<file path="src/rtl/pdc_pkg.sv">
package pdc_pkg;
  typedef enum logic [2:0] {
    ST_IDLE,
    ST_COARSE,
    ST_FINE,
    ST_DONE,
    ST_FAIL
  } cal_state_e;
endpackage

</file>
<file path="src/rtl/pdc_sync.sv">
module pdc_sync #(
  parameter int WIDTH = 3
) (
  input  logic             clk_i,
  input  logic             rst_ni,
  input  logic [WIDTH-1:0] async_i,
  output logic [WIDTH-1:0] rise_o
);
  for (genvar g = 0; g < WIDTH; g++) begin : g_bit
    logic meta_q, stab_q, prev_q;
    always_ff @(posedge clk_i) begin
      if (!rst_ni) begin
        meta_q <= 1'b0;
        stab_q <= 1'b0;
        prev_q <= 1'b0;
      end else begin
        meta_q <= async_i[g];
        stab_q <= meta_q;
        prev_q <= stab_q;
      end
    end
    assign rise_o[g] = stab_q & ~prev_q;

    // an edge is reported only for an input that was high two cycles earlier
    assert_rise_source_R6: assert property (@(posedge clk_i) disable iff (!rst_ni)
      rise_o[g] |-> $past(async_i[g], 2));
  end
endmodule

</file>
<file path="src/rtl/pdc_trial.sv">
module pdc_trial #(
  parameter int N_TRIALS = 4,
  localparam int CW = $clog2(N_TRIALS + 1)
) (
  input  logic clk_i,
  input  logic rst_ni,
  input  logic clr_i,
  input  logic en_i,
  input  logic tick_i,
  input  logic det_i,
  output logic hit_o,
  output logic round_done_o
);
  logic [CW-1:0] cnt_q;
  logic          seen_q;

  assign hit_o        = seen_q | det_i;
  assign round_done_o = en_i & tick_i & ~hit_o & (cnt_q == CW'(N_TRIALS - 1));

  always_ff @(posedge clk_i) begin
    if (!rst_ni) begin
      cnt_q  <= '0;
      seen_q <= 1'b0;
    end else if (clr_i) begin
      cnt_q  <= '0;
      seen_q <= 1'b0;
    end else begin
      if (tick_i)     seen_q <= 1'b0;
      else if (det_i) seen_q <= 1'b1;
      if (en_i && tick_i) begin
        if (hit_o || round_done_o) cnt_q <= '0;
        else                       cnt_q <= cnt_q + 1'b1;
      end
    end
  end

  assert_cnt_bound_R2: assert property (@(posedge clk_i) disable iff (!rst_ni)
    cnt_q < CW'(N_TRIALS));
  // a tick closes the window, so nothing carries into the next period
  assert_one_per_tick_R7: assert property (@(posedge clk_i) disable iff (!rst_ni)
    (tick_i && !clr_i) |=> !seen_q);
endmodule

</file>
<file path="src/rtl/pdc_fsm.sv">
module pdc_fsm
  import pdc_pkg::*;
#(
  parameter int CODE_W      = 8,
  parameter int COARSE_STEP = 20
) (
  input  logic              clk_i,
  input  logic              rst_ni,
  input  logic              start_i,
  input  logic              tick_i,
  input  logic              hit_i,
  input  logic              round_done_i,
  output logic [CODE_W-1:0] code_o,
  output cal_state_e        state_o
);
  localparam logic [CODE_W-1:0] CODE_MAX = {CODE_W{1'b1}};

  cal_state_e        st_q, st_d;
  logic [CODE_W-1:0] code_q, code_d;
  logic [CODE_W:0]   coarse_sum;
  logic [CODE_W-1:0] code_up_coarse, code_up_fine, code_down;

  assign coarse_sum     = {1'b0, code_q} + (CODE_W+1)'(COARSE_STEP);
  assign code_up_coarse = (coarse_sum > {1'b0, CODE_MAX}) ? CODE_MAX : coarse_sum[CODE_W-1:0];
  assign code_up_fine   = (code_q == CODE_MAX) ? CODE_MAX : code_q + 1'b1;
  assign code_down      = (code_q == '0) ? '0 : code_q - 1'b1;

  always_comb begin
    st_d   = st_q;
    code_d = code_q;
    if (start_i) begin
      st_d   = ST_COARSE;
      code_d = '0;
    end else begin
      case (st_q)
        ST_COARSE: if (tick_i) begin
          if (hit_i) begin
            st_d   = ST_FINE;
            code_d = code_down;
          end else if (round_done_i) begin
            if (code_q == CODE_MAX) st_d = ST_FAIL;
            else                    code_d = code_up_coarse;
          end
        end
        ST_FINE: if (tick_i) begin
          if (hit_i) begin
            code_d = code_down;
          end else if (round_done_i) begin
            code_d = code_up_fine;
            st_d   = ST_DONE;
          end
        end
        default: ;
      endcase
    end
  end

  always_ff @(posedge clk_i) begin
    if (!rst_ni) begin
      st_q   <= ST_IDLE;
      code_q <= '0;
    end else begin
      st_q   <= st_d;
      code_q <= code_d;
    end
  end

  assign code_o  = code_q;
  assign state_o = st_q;

  assert_start_clears_R1: assert property (@(posedge clk_i) disable iff (!rst_ni)
    start_i |=> (code_q == '0 && st_q == ST_COARSE));
  assert_coarse_no_fall_R2: assert property (@(posedge clk_i) disable iff (!rst_ni)
    (st_q == ST_COARSE && !start_i && !hit_i) |=> (code_q >= $past(code_q)));
  assert_fine_step_R3: assert property (@(posedge clk_i) disable iff (!rst_ni)
    (st_q == ST_FINE && !start_i) |=> ({1'b0, code_q} <= {1'b0, $past(code_q)} + 1'b1));
  assert_end_hold_R4: assert property (@(posedge clk_i) disable iff (!rst_ni)
    ((st_q == ST_DONE || st_q == ST_FAIL) && !start_i) |=> ($stable(code_q) && st_q == $past(st_q)));
  assert_fail_at_max_R8: assert property (@(posedge clk_i) disable iff (!rst_ni)
    (st_q == ST_FAIL) |-> (code_q == CODE_MAX));
  assert_idle_quiet_R9: assert property (@(posedge clk_i) disable iff (!rst_ni)
    (st_q == ST_IDLE) |-> (code_q == '0));
endmodule

</file>
<file path="src/rtl/pdc_ctrl.sv">
module pdc_ctrl
  import pdc_pkg::*;
#(
  parameter int N_TRIALS    = 4,
  parameter int NUM_STROBES = 2,
  parameter int CODE_W      = 8,
  parameter int COARSE_STEP = 20
) (
  input  logic                   clk_i,
  input  logic                   rst_ni,
  input  logic                   start_i,
  input  logic [NUM_STROBES-1:0] strobe_i,
  input  logic                   strobe_avail_i,
  input  logic                   photon_valid_i,
  input  logic                   tick_i,
  output logic [CODE_W-1:0]      delay_code_o,
  output logic                   mix_en_o,
  output logic                   sync_end_o,
  output logic                   cal_err_o
);
  localparam int SRC_W = NUM_STROBES + 1;

  logic [SRC_W-1:0] rise;
  logic             det, hit, round_done, active;
  cal_state_e       state;

  pdc_sync #(.WIDTH(SRC_W)) u_sync (
    .clk_i   (clk_i),
    .rst_ni  (rst_ni),
    .async_i ({photon_valid_i, strobe_i}),
    .rise_o  (rise)
  );

  assign det    = strobe_avail_i ? |rise[NUM_STROBES-1:0] : rise[NUM_STROBES];
  assign active = (state == ST_COARSE) || (state == ST_FINE);

  pdc_trial #(.N_TRIALS(N_TRIALS)) u_trial (
    .clk_i        (clk_i),
    .rst_ni       (rst_ni),
    .clr_i        (start_i),
    .en_i         (active),
    .tick_i       (tick_i),
    .det_i        (det),
    .hit_o        (hit),
    .round_done_o (round_done)
  );

  pdc_fsm #(.CODE_W(CODE_W), .COARSE_STEP(COARSE_STEP)) u_fsm (
    .clk_i        (clk_i),
    .rst_ni       (rst_ni),
    .start_i      (start_i),
    .tick_i       (tick_i),
    .hit_i        (hit),
    .round_done_i (round_done),
    .code_o       (delay_code_o),
    .state_o      (state)
  );

  assign mix_en_o   = active;
  assign sync_end_o = (state == ST_DONE) || (state == ST_FAIL);
  assign cal_err_o  = (state == ST_FAIL);

  assert_mix_vs_end_R5: assert property (@(posedge clk_i) disable iff (!rst_ni)
    !(mix_en_o && sync_end_o));
  assert_err_ends_R8: assert property (@(posedge clk_i) disable iff (!rst_ni)
    cal_err_o |-> sync_end_o);
  assert_start_mix_R1: assert property (@(posedge clk_i) disable iff (!rst_ni)
    start_i |=> (mix_en_o && !sync_end_o && !cal_err_o));
endmodule

</file>
<file path="config.mk">
export PLATFORM = sky130hd
export DESIGN_NAME = pdc_ctrl
export DESIGN_NICKNAME = d
export VERILOG_FILES = /design/src/rtl/pdc_pkg.sv /design/src/rtl/pdc_sync.sv /design/src/rtl/pdc_trial.sv /design/src/rtl/pdc_fsm.sv /design/src/rtl/pdc_ctrl.sv
export SDC_FILE = /design/constraint.sdc
export NUM_CORES = 1
export LEC_CHECK = 0
export BUFFER_PORTS_ARGS = -buffer_cell sky130_fd_sc_hd__buf_2
export CORE_MARGIN = 8
export CORE_UTILIZATION = 50
export DETAILED_ROUTE_END_ITERATION = 10
export GPL_TIMING_DRIVEN = 1
export PLACE_DENSITY = 0.68
export SYNTH_ARGS = -nofsm -noshare
export SYNTH_HDL_FRONTEND = slang
export SYNTH_HIERARCHICAL = 1
export SYNTH_SLANG_ARGS = --single-unit
</file>
<file path="constraint.sdc">
create_clock -name clk_i -period 6.6 [get_ports clk_i]
set_clock_uncertainty 0.05 [all_clocks]
set_input_delay 0.66 -clock clk_i [delete_from_list [all_inputs] [get_ports clk_i]]
set_output_delay 0.66 -clock clk_i [all_outputs]
set_load 0.05 [all_outputs]
</file>
-- Word-level counts from Yosys, hierarchy flattened
Index checks and enable logic that the tools add are counted.
- add/subtract/negate cells: 4
- magnitude comparators: 1
- equal/unequal tests: 20
- muxes and demuxes: 22
- bitwise logic cells: 12
- reduce and logical (&&, ||, !) cells: 13
- operators by type and width (operator ; count):
    8-bit two-way mux ; 10
    3-bit two-way mux ; 8
    8-bit case mux with 2 select lines ; 1
    7-bit AND reduction ; 2
    3-bit != test, second input constant ; 4
    8-bit by 5-bit adder with 9-bit output, second input constant ; 1
    3-bit by 2-bit == test with 1-bit output, second input constant ; 3
    9-bit by 8-bit greater-than comparator with 1-bit output, second input constant ; 1
    3-bit by 1-bit != test with 1-bit output, second input constant ; 3
    8-bit by 1-bit adder with 8-bit output, second input constant ; 1
    8-bit == test, second input constant ; 1
    8-bit logical NOT ; 1
    4-bit by 2-bit != test with 1-bit output, second input constant ; 2
    8-bit by 1-bit subtractor with 8-bit output, second input constant ; 1
    1-bit AND ; 6
    2-bit != test, second input constant ; 3
    3-bit case mux with 2 select lines ; 1
    6-bit AND reduction ; 1
    1-bit NOT ; 5
    2-bit OR reduction ; 2
    3-bit by 1-bit adder with 3-bit output, second input constant ; 1
    3-bit by 1-bit == test with 1-bit output, second input constant ; 1
    3-bit == test, second input constant ; 1
    1-bit logical OR ; 3
    8 further kinds ; 9
- bits in registers: 24
- input bits: 8
- output and inout bits: 11
- logic and storage cells: 86

-- Longest topological paths before layout
- depth in word-level cells: 13
- mapped depth: 10
- mapped depth without buffers: 10

-- Cells and area by module
The synthesis kept the hierarchy.
- by module, submodules not included (module ; times used ; cells each ; area an instance (µm²) ; seq. area each (µm²)):
    pdc_fsm ; 1 ; 151 ; 1119.8 ; 220.2
    pdc_sync ; 1 ; 21 ; 255.2 ; 180.2
    pdc_trial ; 1 ; 22 ; 205.2 ; 80.1
    pdc_ctrl ; 1 ; 8 ; 48.8 ; 0.0

-- Least setup slack after synthesis
Ideal clock, no wire load.
- path type: register to register
- from: reg u_fsm.st_q[0], in the netlist u_fsm/state_o[0]
- to: reg u_fsm.code_q[3], in the netlist u_fsm/code_o[3]
- library setup time: 0.136 ns
- arrival: 2.419 ns
- data required time: 6.414 ns
- path slack: 3.995 ns
- stages on the path, launching flop included: 9
- path buffers: 0
- clock period less this slack: 2.605 ns
- cell sequence: dfxtp_1 xnor2_1 nor2_1 nand2_2 nor3_1 o211ai_1 o21bai_2 a2111oi_0 a211oi_1
- longest elaborated chain between the ends: 7
- elaborated cells on any way between the ends: 14
- classes of those cells: eq/ne (7); mux (1); bitwise (3); reduce/logical (3)
- ends and longest elaborated chain (item ; RTL line ; text):
    from (decl) ; pdc_fsm.sv:18 ; cal_state_e st_q, st_d;
    from (signal assigned) ; pdc_fsm.sv:63 ; st_q <= st_d;
    3-bit by 1-bit == test with 1-bit output / 3-bit by 2-bit == test with 1-bit output (equally long branches) ; pdc_ctrl.sv:35 ; assign active = (state == ST_COARSE) || (state == ST_FINE);
    1-bit logical OR (*) ; pdc_ctrl.sv:35 ;
    named net mix_en_o ; pdc_ctrl.sv:17 ; output logic mix_en_o,
    1-bit AND (*) (3 in a row) ; pdc_trial.sv:18 ; assign round_done_o = en_i & tick_i & ~hit_o & (cnt_q == CW'(N_TRIALS - 1));
    named net round_done ; pdc_ctrl.sv:24 ; logic det, hit, round_done, active;
    3-bit by 1-bit != test with 1-bit output (no source line) ; n/a ;
    6-bit AND reduction (no source line) (*) ; n/a ;
    to (signal assigned) ; pdc_fsm.sv:64 ; code_q <= code_d;
    to (decl) ; pdc_fsm.sv:19 ; logic [CODE_W-1:0] code_q, code_d;
Mark *: on every way through the listed nets, which the timed path passes. The rest lies on a longest branch.
A chain may end at the register's enable or synchronous reset.

-- Worst setup path after layout
- from: reg u_fsm.code_q[2], in the netlist u_fsm/code_o[2]
- to: reg u_fsm.code_q[6], in the netlist u_fsm/code_o[6]
- longest elaborated chain between the ends: 8
- elaborated cells on any way between the ends: 19
- classes of those cells: add/sub (3); order compare (1); eq/ne (2); mux (11); reduce/logical (2)
- ends and longest elaborated chain (item ; RTL line ; text):
    8-bit by 5-bit adder with 9-bit output ; pdc_fsm.sv:23 ; assign coarse_sum = {1'b0, code_q} + (CODE_W+1)'(COARSE_STEP);
    9-bit by 8-bit greater-than comparator with 1-bit output ; pdc_fsm.sv:24 ; assign code_up_coarse = (coarse_sum > {1'b0, CODE_MAX}) ? CODE_MAX : coarse_sum[CODE_W-1:0];
    8-bit two-way mux ; pdc_fsm.sv:24 ;
    8-bit two-way mux ; pdc_fsm.sv:41 ; if (code_q == CODE_MAX) st_d = ST_FAIL;
    8-bit two-way mux ; pdc_fsm.sv:40 ; end else if (round_done_i) begin
    8-bit two-way mux ; pdc_fsm.sv:37 ; if (hit_i) begin
    8-bit two-way mux ; pdc_fsm.sv:36 ; ST_COARSE: if (tick_i) begin
    8-bit case mux with 2 select lines ; pdc_fsm.sv:35 ; case (st_q)
Parallel ways exist; a longest one is shown, timed or not. The select of a mux whose other input is x is not followed.

==> reports/summary.txt <==
==================================================================================
Worst-path clk slew .................................................      0.14 ns
Sequential element share of the synthesized area ....................        29.5%
Slew HR .............................................................        57.0%
Total wire length after detailed routing ............................      3910 um
Status ..............................................................    completed
Async S/R FF share, synth ...........................................           0%
Final worst path period need ........................................      2.59 ns
Clock Sink Count ....................................................           24
Number of antenna violations at the first check in global routing ...            0
Post-route setup TNS ................................................         0 ns
Total Routing Usage GR ..............................................        15.2%
Post-synthesis instance area ........................................ 0.00163 sq mm
Count of state elements after synthesis .............................           24
Actual transition at the worst max-transition pin ...................     0.641 ns
Post-layout instance count excluding filler cells ...................          260
Remaining number of nets flagged by the antenna check after routing .            0
Vias/cell ...........................................................         5.93
Number of global-route vias before repair ...........................        1,535
Initial Utilization .................................................        52.9%
Final Instance Area ................................................. 0.00179 sq mm
Inst Count DP .......................................................          256
Synthesized area per cell ...........................................   8.06 sq um
Worst reg2reg path startpoint ....................................... u_fsm/code_o[2]
Grt ovf .............................................................            0
Maximum fanout along the worst path .................................           12
Number of buffers created by CTS ....................................            3
# DRC ...............................................................            0
Period Utilization, post-route ......................................        39.2%
Timing-limited maximum frequency ....................................      386 MHz
Share of layout cells above drive strength 1 ........................        18.1%
Total count of max-transition violations in the final report ........            0
Post-DP Area ........................................................ 0.00173 sq mm
Count of instances resized after the clock tree is built ............            0
Max_cap viols .......................................................            0
DR pass1 iterations .................................................            4
Crit. End Element ...................................................     register
Die outline area .................................................... 0.00534 sq mm
I/O Pins ............................................................           19
Worst EP required ...................................................      6.78 ns
Final Wtd Congestion ................................................        0.907
Startpoint-to-endpoint class of the critical path ...................   reg -> reg
Capture instance of the worst register-to-register path ............. u_fsm/code_o[6]
Worst hold slack after final layout .................................     0.408 ns
Post-synth EDFFs ....................................................            0
Total power consumption of the routed design ........................     0.307 mW
Nets ................................................................          232
Data arrival, critical path .........................................      2.77 ns
CP peak stage delay .................................................      0.59 ns
Final hold viol count ...............................................            0
Leakage power .......................................................     0.695 nW
Root Driver .........................................................     clkbuf_4
Launch instance of the worst min-delay path ......................... u_sync/g_bit[0].meta_q
Synthesized netlist net count .......................................          217
Placed wire-length estimate .........................................      2920 um
Worst Hold Endpoint ................................................. u_sync/g_bit[0].stab_q
First-pass GRT wire length ..........................................      6720 um
Worst setup path start .............................................. u_fsm/code_o[2]
Layout Area Growth over Synthesis ...................................        9.68%
Average detailed-routed wire length per instance ....................      15.1 um
Setup repair after global routing missed its margin .................        false
Cells traversed along the worst timing path ......................... inv_1, ha_1, nand4_1, a211oi_1, o21ai_0, a21oi_2, a221oi_1, o32ai_1
Buffer levels on the longest clock path .............................            2
Depth of the most critical reg-to-reg path ..........................            8
Final setup violating endpoints .....................................            0
H-tree levels .......................................................            1
Type of the most critical hold path .................................   reg -> reg
Worst skew pair latency .............................................      0.31 ns
Placeable core region ............................................... 0.00308 sq mm
Die Y-Extent ........................................................      73.1 um
Hold Path Stages ....................................................            1
Worst VDD drop ......................................................     0.126 mV
Row count ...........................................................           20
Antenna diode count .................................................            0
Number of setup buffers added after CTS .............................            0
Master of the slowest instance on the critical path .................      dfxtp_1
Number of hold buffers added after cts ..............................            0
Number of fill cells ................................................          296
CTS tree ............................................................        built
Port Buf Inserts ....................................................           18
Count of cell types in the netlist ..................................           53
Largest net degree at the start of global routing ...................           18
Power density over the cells ........................................  172 mW/mm^2
Count of yosys warnings during synthesis ............................            6
Prevailing post-synth register cell .................................      dfxtp_1
Cells after Synth ...................................................          202
Type of origin of the critical path .................................     register
Internal reg-to-reg setup slack .....................................      4.01 ns
Initial drt markers .................................................          153
Die X-Extent ........................................................      73.1 um
Total number of vias ................................................        1,541
==================================================================================
==> final cells by class <==
class                   count  area [sq um]  area share [%]
clock buffers               3          22.5            1.26
clock inverters             1          30.0            1.68
inverters                   9          33.8            1.89
multi-input cells         161          1070            60.2
flip-flops and latches     24           480            26.9
well taps                  44          55.1            3.08
repair buffers             18          90.1            5.04
==> per-stage QoR <==
step	utilization, %	setup slack (ns)
after floorplan	-	3.99
after global placement	56.3	4.00
after detailed placement	56.3	3.95
after CTS	58.0	4.02
after global routing	58.0	3.79
final	58.0	4.01
==> cells in the mapped netlist, drive strengths merged, types with 2 or more instances <==
cell | instances | area, sq um
a21oi | 17 | 88.8
xnor2 | 4 | 35.0
or4b | 2 | 27.5
dfxtp | 24 | 480
nor3b | 2 | 25.0
nand3 | 6 | 30.0
a211oi | 4 | 30.0
nand4 | 4 | 25.0
a221oi | 3 | 26.3
o21bai | 2 | 18.8
o32ai | 2 | 17.5
clkbuf | 2 | 7.51
inv | 9 | 33.8
nor2 | 24 | 100
nor3 | 3 | 15.0
o31ai | 3 | 22.5
or2 | 3 | 21.3
nor4 | 2 | 27.5
nand2 | 12 | 47.6
o211ai | 3 | 22.5
ha | 7 | 87.6
a31oi | 3 | 18.8
mux2 | 2 | 22.5
and3 | 3 | 18.8
and2 | 10 | 62.6
nor2b | 5 | 31.3
o21ai | 17 | 96.4
buf | 6 | 32.5
o21a | 4 | 30.0
xor2 | 2 | 17.5
==> worst max-delay path, delay by kind of cell (launching register included) <==
kind / cells / cell delay (ns)
compound gates: 5 / 1.19
fa+ha+maj: 1 / 0.35
buf+inv: 1 / 0.23
flops: 1 / 0.59
simple gates: 1 / 0.10
==> flip-flops by register name (all words and copies together) (netlist names) <==
register,flops
u_fsm/state_o,3
u_sync/g_bit.meta_q,3
u_sync/g_bit.prev_q,3
u_trial/seen_q,1
u_sync/g_bit.stab_q,3
u_trial/cnt_q,3
u_fsm/code_o,8
==> placed cells by master (no fill, tap or decap), types with 4 or more instances in the layout <==
cell type  Yosys  routed
nor2_1        22      22
ha_1           7       7
a21oi_1       16      16
buf_2          5      18
o21a_1         4       4
and2_1        10      10
nand4_1        4       4
a211oi_1       4       4
nand2_1       11      11
dfxtp_1       24      24
inv_1          9       9
nor2b_1        5       5
o21ai_0       14      14
xnor2_1        4       4
nand3_1        6       6
==> cell families after synthesis <==
logic type                 count (synthesis)  share of synthesized area, %
and+or+nand+nor                           81                          29.1
AOI/OAI and AO/OA                         65                          26.9
DFF                                       24                          29.5
buffers and inverters                     17                          4.53
adders and majority gates                  7                          5.38
xor gates and xnor gates                   6                          3.23
muxes                                      2                          1.38
==> worst max path at each step <==
stage | end | slack [ns]
final | u_fsm/code_o[6] | 4.01
after global routing | u_fsm/code_o[5] | 3.79
after CTS | u_fsm/code_o[6] | 4.02
after detailed placement | u_fsm/code_o[0] | 3.95
after global placement | u_fsm/state_o[0] | 4.00
after floorplan | u_fsm/code_o[3] | 3.99
==> report_power, final <==
group	leakage [nW]	internal, mW	total (mW)	switching [mW]
logic	0.472	0.0180	0.0480	0.0300
registers	0.195	0.149	0.154	0.00485
clock network	0.0279	0.0613	0.105	0.0437
==> per-layer routing <==
layer / wire length (um) / share of wire [%] / GRT usage, %
met5: 0 / 0 / 0
met4: 119 / 3.0 / 7.56
met3: 226 / 5.8 / 2.75
met2: 1900 / 49 / 25.8
met1: 1660 / 43 / 17.7
No activity file was read; power rests on OpenSTA's default activity.
